[config.mk]
export PLATFORM = sky130hd
export DESIGN_NAME = uart_irq_status_ctrl
export DESIGN_NICKNAME = d
export VERILOG_FILES = /design/src/rtl/ucs_pkg.sv /design/src/rtl/ucs_rst_sync.sv /design/src/rtl/ucs_status_gen.sv /design/src/rtl/ucs_sticky.sv /design/src/rtl/ucs_reg_if.sv /design/src/rtl/uart_irq_status_ctrl.sv
export SDC_FILE = /design/constraint.sdc
export NUM_CORES = 1
export LEC_CHECK = 0
export BUFFER_PORTS_ARGS = -buffer_cell sky130_fd_sc_hd__buf_2
export CAP_MARGIN = 20
export CORE_MARGIN = 2
export CORE_UTILIZATION = 40
export DETAILED_ROUTE_END_ITERATION = 7
export GPL_ROUTABILITY_DRIVEN = 0
export PLACE_DENSITY = 0.75
export SLEW_MARGIN = 20
export SYNTH_ARGS = -nofsm -noshare
export SYNTH_HDL_FRONTEND = slang
export SYNTH_SLANG_ARGS = --single-unit
[constraint.sdc]
create_clock -name clk -period 2.1 [get_ports clk]
set_clock_uncertainty 0.05 [all_clocks]
set_input_delay 0 -clock clk [delete_from_list [all_inputs] [get_ports clk]]
set_output_delay 0 -clock clk [all_outputs]
set_load 0.02 [all_outputs]
[src/rtl/ucs_pkg.sv]
package ucs_pkg;
  localparam int ADDR_W = 4;
  localparam int STAT_W = 14;
  localparam int IRQ_W  = 13;
  localparam int LIVE_N = 5;
  localparam int EVT_N  = 6;

  localparam int B_RX_TRIG      = 0;
  localparam int B_RX_EMPTY     = 1;
  localparam int B_RX_FULL      = 2;
  localparam int B_TX_EMPTY     = 3;
  localparam int B_TX_FULL      = 4;
  localparam int B_RX_OVR       = 5;
  localparam int B_FRAME        = 6;
  localparam int B_PARITY       = 7;
  localparam int B_TIMEOUT      = 8;
  localparam int B_MODEM        = 9;
  localparam int B_TX_TRIG_FLAG = 10;
  localparam int B_TX_OVR       = 12;
  localparam int B_TX_TRIG_STAT = 13;

  // event vector index -> sticky bit position
  localparam int EVT_POS [EVT_N] = '{B_RX_OVR, B_FRAME, B_PARITY, B_TIMEOUT, B_MODEM, B_TX_OVR};

  typedef enum logic [ADDR_W-1:0] {
    A_ENABLE  = 4'd0,
    A_DISABLE = 4'd1,
    A_MASK    = 4'd2,
    A_STICKY  = 4'd3,
    A_LIVE    = 4'd4,
    A_RX_LVL  = 4'd5,
    A_TX_LVL  = 4'd6
  } reg_addr_e;
endpackage

[src/rtl/ucs_rst_sync.sv]
module ucs_rst_sync (
  input  logic clk,
  input  logic rst_n,
  output logic rst_sync_n
);
  logic meta_q;
  logic hold_q;

  always_ff @(posedge clk or negedge rst_n) begin
    if (!rst_n) begin
      meta_q <= 1'b0;
      hold_q <= 1'b0;
    end else begin
      meta_q <= 1'b1;
      hold_q <= meta_q;
    end
  end

  assign rst_sync_n = hold_q;
endmodule

[src/rtl/ucs_status_gen.sv]
module ucs_status_gen
  import ucs_pkg::*;
#(
  parameter int CNT_W      = 7,
  parameter int FIFO_DEPTH = 64
) (
  input  logic [CNT_W-1:0]  rx_count,
  input  logic [CNT_W-1:0]  tx_count,
  input  logic [CNT_W-1:0]  rx_lvl,
  input  logic [CNT_W-1:0]  tx_lvl,
  input  logic [EVT_N-1:0]  ev_vec,
  output logic [STAT_W-1:0] stat_word,
  output logic [IRQ_W-1:0]  set_vec
);
  localparam logic [CNT_W-1:0] FULL_CNT = CNT_W'(FIFO_DEPTH);

  always_comb begin
    stat_word                 = '0;
    stat_word[B_RX_TRIG]      = (rx_count >= rx_lvl);
    stat_word[B_RX_EMPTY]     = (rx_count == '0);
    stat_word[B_RX_FULL]      = (rx_count == FULL_CNT);
    stat_word[B_TX_EMPTY]     = (tx_count == '0);
    stat_word[B_TX_FULL]      = (tx_count == FULL_CNT);
    stat_word[B_TX_TRIG_STAT] = (tx_count >= tx_lvl);
  end

  always_comb begin
    set_vec = '0;
    for (int i = 0; i < LIVE_N; i++) begin
      set_vec[i] = stat_word[i];
    end
    set_vec[B_TX_TRIG_FLAG] = stat_word[B_TX_TRIG_STAT];
    for (int e = 0; e < EVT_N; e++) begin
      set_vec[EVT_POS[e]] = ev_vec[e];
    end
  end
endmodule

[src/rtl/ucs_sticky.sv]
module ucs_sticky
  import ucs_pkg::*;
(
  input  logic             clk,
  input  logic             rst_n,
  input  logic [IRQ_W-1:0] set_vec,
  input  logic [IRQ_W-1:0] clr_vec,
  output logic [IRQ_W-1:0] sticky_q
);
  logic [IRQ_W-1:0] sticky_d;
  logic             sticky_en;

  always_comb begin
    sticky_en = (|set_vec) | (|clr_vec);
    sticky_d  = (sticky_q & ~clr_vec) | set_vec;  // set has priority
  end

  always_ff @(posedge clk or negedge rst_n) begin
    if (!rst_n) begin
      sticky_q <= '0;
    end else if (sticky_en) begin
      sticky_q <= sticky_d;
    end
  end
endmodule

[src/rtl/ucs_reg_if.sv]
module ucs_reg_if
  import ucs_pkg::*;
#(
  parameter int DATA_W  = 32,
  parameter int CNT_W   = 7,
  parameter int LVL_RST = 32
) (
  input  logic              clk,
  input  logic              rst_n,
  input  logic              req_valid,
  input  logic              req_write,
  input  logic [ADDR_W-1:0] req_addr,
  input  logic [DATA_W-1:0] req_wdata,
  output logic              req_ready,
  output logic              rsp_valid,
  output logic [DATA_W-1:0] rsp_rdata,
  input  logic [STAT_W-1:0] stat_word,
  input  logic [IRQ_W-1:0]  sticky_q,
  output logic [IRQ_W-1:0]  mask_q,
  output logic [IRQ_W-1:0]  clr_vec,
  output logic [CNT_W-1:0]  rx_lvl_q,
  output logic [CNT_W-1:0]  tx_lvl_q
);
  logic              acc_rd, acc_wr;
  logic [IRQ_W-1:0]  mask_d;
  logic              mask_en;
  logic [CNT_W-1:0]  lvl_d;
  logic              rx_lvl_en, tx_lvl_en;
  logic [DATA_W-1:0] rdata_d;
  logic              rsp_valid_q;
  logic [DATA_W-1:0] rsp_rdata_q;

  assign req_ready = rst_n;
  assign acc_rd    = req_valid & req_ready & ~req_write;
  assign acc_wr    = req_valid & req_ready & req_write;
  assign lvl_d     = req_wdata[CNT_W-1:0];

  // write decode
  always_comb begin
    mask_d    = mask_q;
    mask_en   = 1'b0;
    rx_lvl_en = 1'b0;
    tx_lvl_en = 1'b0;
    clr_vec   = '0;
    if (acc_wr) begin
      case (req_addr)
        A_ENABLE: begin
          mask_d  = mask_q | req_wdata[IRQ_W-1:0];
          mask_en = 1'b1;
        end
        A_DISABLE: begin
          mask_d  = mask_q & ~req_wdata[IRQ_W-1:0];
          mask_en = 1'b1;
        end
        A_STICKY: clr_vec   = req_wdata[IRQ_W-1:0];
        A_RX_LVL: rx_lvl_en = 1'b1;
        A_TX_LVL: tx_lvl_en = 1'b1;
        default:  ;
      endcase
    end
  end

  // read mux
  always_comb begin
    rdata_d = '0;
    case (req_addr)
      A_MASK:   rdata_d = DATA_W'(mask_q);
      A_STICKY: rdata_d = DATA_W'(sticky_q);
      A_LIVE:   rdata_d = DATA_W'(stat_word);
      A_RX_LVL: rdata_d = DATA_W'(rx_lvl_q);
      A_TX_LVL: rdata_d = DATA_W'(tx_lvl_q);
      default:  rdata_d = '0;
    endcase
  end

  always_ff @(posedge clk or negedge rst_n) begin
    if (!rst_n) begin
      mask_q      <= '0;
      rx_lvl_q    <= CNT_W'(LVL_RST);
      tx_lvl_q    <= CNT_W'(LVL_RST);
      rsp_valid_q <= 1'b0;
      rsp_rdata_q <= '0;
    end else begin
      if (mask_en)   mask_q   <= mask_d;
      if (rx_lvl_en) rx_lvl_q <= lvl_d;
      if (tx_lvl_en) tx_lvl_q <= lvl_d;
      rsp_valid_q <= acc_rd;
      if (acc_rd)    rsp_rdata_q <= rdata_d;
    end
  end

  assign rsp_valid = rsp_valid_q;
  assign rsp_rdata = rsp_rdata_q;
endmodule

[src/rtl/uart_irq_status_ctrl.sv]
module uart_irq_status_ctrl
  import ucs_pkg::*;
#(
  parameter int CNT_W      = 7,
  parameter int FIFO_DEPTH = 64,
  parameter int DATA_W     = 32,
  parameter int LVL_RST    = 32
) (
  input  logic              clk,
  input  logic              rst_n,
  input  logic [CNT_W-1:0]  rx_count,
  input  logic [CNT_W-1:0]  tx_count,
  input  logic              ev_rx_overrun,
  input  logic              ev_frame_err,
  input  logic              ev_parity_err,
  input  logic              ev_rx_timeout,
  input  logic              ev_modem_chg,
  input  logic              ev_tx_overrun,
  input  logic              req_valid,
  input  logic              req_write,
  input  logic [ADDR_W-1:0] req_addr,
  input  logic [DATA_W-1:0] req_wdata,
  output logic              req_ready,
  output logic              rsp_valid,
  output logic [DATA_W-1:0] rsp_rdata,
  output logic [STAT_W-1:0] stat_word,
  output logic [IRQ_W-1:0]  irq_flags,
  output logic              irq_out
);
  logic             rst_sync_n;
  logic [EVT_N-1:0] ev_vec;
  logic [IRQ_W-1:0] set_vec, clr_vec, mask_q, sticky_q;
  logic [CNT_W-1:0] rx_lvl_q, tx_lvl_q;

  assign ev_vec = {ev_tx_overrun, ev_modem_chg, ev_rx_timeout,
                   ev_parity_err, ev_frame_err, ev_rx_overrun};

  ucs_rst_sync u_rst (
    .clk        (clk),
    .rst_n      (rst_n),
    .rst_sync_n (rst_sync_n)
  );

  ucs_status_gen #(.CNT_W(CNT_W), .FIFO_DEPTH(FIFO_DEPTH)) u_stat (
    .rx_count  (rx_count),
    .tx_count  (tx_count),
    .rx_lvl    (rx_lvl_q),
    .tx_lvl    (tx_lvl_q),
    .ev_vec    (ev_vec),
    .stat_word (stat_word),
    .set_vec   (set_vec)
  );

  ucs_reg_if #(.DATA_W(DATA_W), .CNT_W(CNT_W), .LVL_RST(LVL_RST)) u_regs (
    .clk       (clk),
    .rst_n     (rst_sync_n),
    .req_valid (req_valid),
    .req_write (req_write),
    .req_addr  (req_addr),
    .req_wdata (req_wdata),
    .req_ready (req_ready),
    .rsp_valid (rsp_valid),
    .rsp_rdata (rsp_rdata),
    .stat_word (stat_word),
    .sticky_q  (sticky_q),
    .mask_q    (mask_q),
    .clr_vec   (clr_vec),
    .rx_lvl_q  (rx_lvl_q),
    .tx_lvl_q  (tx_lvl_q)
  );

  ucs_sticky u_sticky (
    .clk      (clk),
    .rst_n    (rst_sync_n),
    .set_vec  (set_vec),
    .clr_vec  (clr_vec),
    .sticky_q (sticky_q)
  );

  assign irq_flags = sticky_q;
  assign irq_out   = |(mask_q & sticky_q);
endmodule

Word level (Yosys, flattened, before mapping). Index checks and enable logic that the tools add are counted.

Add/sub/neg operators: 0. $mul: 0. Divide/modulo/power cells: 0. $lt $le $gt $ge: 2. Equality and inequality tests: 8. Shift-type cells: 0. Mux-type cells: 10. Bitwise operators: 12. Reductions and logical operators: 9.

Operators with widths (number): $pmux W14 S5 (1); $and A13 B13 Y13 (3); $mux W13 (2); $not A13 Y13 (2); $or A13 B13 Y13 (2); $pmux W13 S2 (1); $reduce_or A13 Y1 (2); $eq A7 B7 Y1 const B (2); $ge A7 B7 Y1 (2); $logic_not A7 Y1 (2); $eq A4 B3 Y1 const B (3); $reduce_or A12 Y1 (1); $eq A4 B2 Y1 const B (2); $mux W1 (6); $eq A4 B1 Y1 const B (1); $logic_not A4 Y1 (1); $and A1 B1 Y1 (3); $reduce_and A3 Y1 (1); $reduce_bool A2 Y1 (1); $reduce_or A2 Y1 (1); $not A1 Y1 (1); $or A1 B1 Y1 (1).

Register bits after elaboration: 75. Latch bits: 0. Bits in writable memories: 0. Memory bits (read-only): 0. Output and inout port bits: 62. Memories: 0.

Depth between registers and ports, before layout.
Word-level depth: 6. Depth in mapped cells: 6. Depth with buffers taken out: 6.

Modules after synthesis. A second synthesis with hierarchy kept.

Cell total of the unflattened synthesis: 345. Area, all modules: 3505.9 um2.

By module, submodules not included: ucs_reg_if (times used 1, cells an instance 218, area an instance 2346.0 um2, seq. area each 1053.5 um2); ucs_status_gen (times used 1, cells an instance 77, area an instance 573.0 um2, seq. area each 0.0 um2); ucs_sticky (times used 1, cells an instance 39, area an instance 471.7 um2, seq. area each 325.3 um2); uart_irq_status_ctrl (times used 1, cells an instance 8, area an instance 61.3 um2, seq. area each 0.0 um2); ucs_rst_sync (times used 1, cells an instance 3, area an instance 53.8 um2, seq. area each 50.0 um2).

Worst setup path after synthesis. No wires, ideal clock.

Path kind: reg-to-reg. Start point: reg u_rst.hold_q, in the netlist u_rst.rst_sync_n. End point: reg (tool-made name). Library setup time: 0.082 ns. Data arrival time: 2.877 ns. Data required time: 1.968 ns. Path slack: -0.909 ns. Stages on the path, launching flop included: 6. Path buffers: 1. Clock period less this slack: 3.009 ns. Path through: dfrtp_1 > nand3_1 > nor4_4 > buf_6 > a21oi_1 > a31oi_1.

RTL lines: start, declared (RTL line ucs_rst_sync.sv:7) `logic hold_q;`; start signal, assigned (RTL line ucs_rst_sync.sv:15) `hold_q <= meta_q;`.

Worst setup path in the final report.
Start point: reg u_regs.tx_lvl_q[5]. End point: out stat_word[13].

Longest elaborated chain between the ends: 1.

RTL lines: start, declared (RTL line ucs_reg_if.sv:22) `output logic [CNT_W-1:0] tx_lvl_q`; start signal, assigned (RTL line ucs_reg_if.sv:80) `tx_lvl_q <= CNT_W'(LVL_RST);`; start signal, assigned (RTL line ucs_reg_if.sv:86) `if (tx_lvl_en) tx_lvl_q <= lvl_d;`; $ge A7 B7 Y1 (RTL line ucs_status_gen.sv:24) `stat_word[B_TX_TRIG_STAT] = (tx_count >= tx_lvl);`; end, declared (RTL line uart_irq_status_ctrl.sv:26) `output logic [STAT_W-1:0] stat_word,`.

No other way between the ends.

==> implementation parameters <==
Parameter                              Value

Detailed routing
  Wirelength per Cell    15.72 µm
  Final Routed Wirelength    8.239 mm
  Starting DRT DRC Count    276
  Routed vias    2772
  Detailed-route vias per instance    5.290
  Count of TritonRoute iterations in the first routing pass    5
  ANT nets after route    0
  DRC Markers    0

Floorplanning
  Initial standard-cell utilization of the core    0.4134
  Die Span X    93.37 µm
  Number of placed I/O pins    122
  Row Count    32
  CORE AREA    0.007727 mm²
  Area of the die    0.008717 mm²
  Die height    93.37 µm

Logic synthesis
  Simple-gate share of the synthesized area    0.1441
  Dominant combinational cell family by area after synthesis    compound AO/OA/AOI/OAI gates
  Sequential element share of the synthesized area    0.4473
  Number of standard cells after synthesis    314
  Combined area of all synthesized cells    0.003194 mm²
  Complex-gate fraction of the synthesized area    0.1688
  Fraction of synthesized area in multiplexers    0.07090
  Share of the synthesized netlist area taken by xor and xnor gates    0
  Number of warnings issued by yosys    0
  Post-synth top flop    sky130_fd_sc_hd__dfrtp_1
  Adder-cell share of the synthesized area    0.05484
  Number of register bits inferred by synthesis    57
  Number of distinct library cell variants in the gate-level netlist after synthesis    47
  Synthesized area per cell    10.17 µm²
  Number of enable flip-flop cells after synthesis    0
  Share of synthesized registers carrying an async set or reset    1.000

Global route
  Met2 usage in global routing    0.3058
  Met1 track demand over resource    0.2748
  Largest net degree at the start of global routing    57
  Number of global-route vias before repair    2635
  Met3 demand-to-capacity share in global routing    0.04915
  Wire length of the first global-routing pass    13.23 mm
  Antenna violations before repair    0
  GRT Util Overall    0.1990
  Gr ovfl total    0
  Grt peak-use layer    met2

STA
  Headroom to the max-slew limit    0.5375
  Setup violation total in the final timing report    0
  Final Hold Violating Endpoints    0
  Worst Tran Pin Value    693.7 ps
  Final period util    0.9650
  Final sum of negative setup slack    0 ps
  Highest Clock Rate    493.4 MHz
  Pins Over Slew Limit    0
  Minimum period implied by the final worst setup slack    2027 ps
  Minimum hold slack    20.41 ps
  Setup repair after global routing missed its margin    no
  Final worst slack    73.43 ps

Cells and area
  Most common cell after layout, fill and taps aside    sky130_fd_sc_hd__buf_2
  Layout cells sized above 1    0.2796
  Multi-input logic area    0.001525 mm²
  Fillers    735
  Number of diodes added for antenna fixing    0
  Core Util, Final    0.5131
  Area used by sequential logic in the layout    0.001433 mm²
  Net count, final    491
  Final non-filler cell total    524
  Post-synthesis to final-layout area growth    24.13%
  Commonest non-fill, non-tap cells in the layout    sky130_fd_sc_hd__buf_2, sky130_fd_sc_hd__dfrtp_1, sky130_fd_sc_hd__nand2_1
  Non-Filler Cell Area, Final    0.003965 mm²

Hold path
  Hold WC Path Type    in -> reg

Placed design
  Post-DP Area    0.003560 mm²
  Setup Slack @ Placement    215.2 ps
  Cell count after placement    485
  HPWL after DPL    6.159 mm
  Port bufs    76

Clocking
  Longest Clk Path Bufs    2
  Source-to-sink clock delay at the later pin of the worst-skew pair    340 ps
  CTS sink count    57
  TritonCTS clock tree    done
  Total clock buffers created by CTS    9
  CTS root buf    sky130_fd_sc_hd__clkbuf_8
  Clk slew on worst S/H paths    60 ps
  Number of levels in the clock H-tree    3

Worst setup path
  Required time worst endpoint    2050 ps
  Worst Path Arrival    1980 ps
  Worst Setup Path Type    reg -> out
  Crit. End Element    primary output
  Launching element type of the critical path    flop
  Maximum fanout along the worst path    3

Power and ir drop
  Worst IR Drop VDD    0.3065 mV
  Overall power after layout    2.751 mW
  Leakage power of the design    1.988 nW
  Total power density per cell area    693.7 mW/mm²

Status
  Result of the run    finished, final reports clean

Run
  Max-cap violation count    0
## what timing repair did
| action | 4_1_cts | 5_1_grt |
|---|---|---|
| hold buffers | 22 | 0 |
| buffers inserted | 1 | 0 |
| endpoints found under the hold margin | 42 | 0 |
| setup endpoints to repair | 2 | 1 |
| pin swaps | 0 | 0 |
| gates resized for setup | 2 | 3 |
## layout make-up
| class | instances | area share |
|---|---|---|
| multi-input combinational | 223 | 0.3847 |
| sequential | 57 | 0.3613 |
| timing repair buffer | 103 | 0.1609 |
| clock buffer | 12 | 0.03408 |
| tap | 102 | 0.03219 |
| inverter | 23 | 0.02177 |
| clock inverter | 4 | 0.005049 |
## Yosys cell counts (2+ instances only)
library cell	number	share of area
sky130_fd_sc_hd__a222oi_1	2	0.0063
sky130_fd_sc_hd__conb_1	2	0.0024
sky130_fd_sc_hd__ha_1	14	0.055
sky130_fd_sc_hd__a22oi_1	11	0.026
sky130_fd_sc_hd__a22o_1	5	0.014
sky130_fd_sc_hd__and3_1	4	0.0078
sky130_fd_sc_hd__buf_4	29	0.068
sky130_fd_sc_hd__nor4_1	2	0.0039
sky130_fd_sc_hd__nand3_1	3	0.0047
sky130_fd_sc_hd__o21ai_0	10	0.016
sky130_fd_sc_hd__mux2_1	3	0.011
sky130_fd_sc_hd__buf_6	3	0.011
sky130_fd_sc_hd__mux2i_1	8	0.025
sky130_fd_sc_hd__buf_2	3	0.0047
sky130_fd_sc_hd__o21ai_1	10	0.016
sky130_fd_sc_hd__a21o_1	14	0.033
sky130_fd_sc_hd__dfstp_2	2	0.016
sky130_fd_sc_hd__nand2_1	44	0.052
sky130_fd_sc_hd__nor2b_1	2	0.0039
sky130_fd_sc_hd__inv_1	23	0.027
sky130_fd_sc_hd__nand2b_1	3	0.0059
sky130_fd_sc_hd__and4bb_2	2	0.0078
sky130_fd_sc_hd__mux2_2	10	0.035
sky130_fd_sc_hd__and2b_1	3	0.0071
sky130_fd_sc_hd__a21oi_1	9	0.014
sky130_fd_sc_hd__nand4_1	3	0.0059
sky130_fd_sc_hd__a31oi_1	8	0.016
sky130_fd_sc_hd__dfrtp_1	55	0.43
sky130_fd_sc_hd__nor2_1	5	0.0059
sky130_fd_sc_hd__nor3b_2	2	0.0078
sky130_fd_sc_hd__a221oi_1	4	0.011
## final timing paths
path / startpoint / end / slack [ps] / depth (start not counted)
min in group asynchronous: rst_n / u_rst.rst_sync_n / 460 / 3
worst max register to register: u_regs.rx_lvl_q[5] / u_regs.rsp_rdata[0] / 270 / 6
worst min register to register: u_rst.meta_q / u_rst.rst_sync_n / 300 / 0
worst min-delay path: req_addr[0] / flop / 20 / 3
max in group asynchronous: u_rst.rst_sync_n / u_sticky.sticky_q[6] / 1040 / 1
worst max-delay path: u_regs.tx_lvl_q[5] / stat_word[13] / 70 / 6
## worst max-delay path: stages, from the launching register on
cell and delay [ps]:
sky130_fd_sc_hd__dfstp_2 550, sky130_fd_sc_hd__inv_1 50, sky130_fd_sc_hd__ha_1 310, sky130_fd_sc_hd__a2111oi_4 310
sky130_fd_sc_hd__o21a_1 200, sky130_fd_sc_hd__nor2_1 50, sky130_fd_sc_hd__buf_2 160
## cells by family after synthesis
family,Yosys count
mux,21
fa+ha+maj,14
simple gates,81
compound gates,80
buf+inv,59
flops,57
other cells,2
## metal layers
layer	wire [µm]	share of wire
met1	3631	0.44
met2	3798	0.46
met3	727	0.088
met4	82	0.010
met5	0	0
## where the power goes
group,switching [mW],internal (mW),leakage (nW)
logic,0.346,0.248,1.23
registers,0.101,1.21,0.672
clock network,0.421,0.420,0.0839
total,0.868,1.88,1.99
Power figures use the tool's default switching activity.
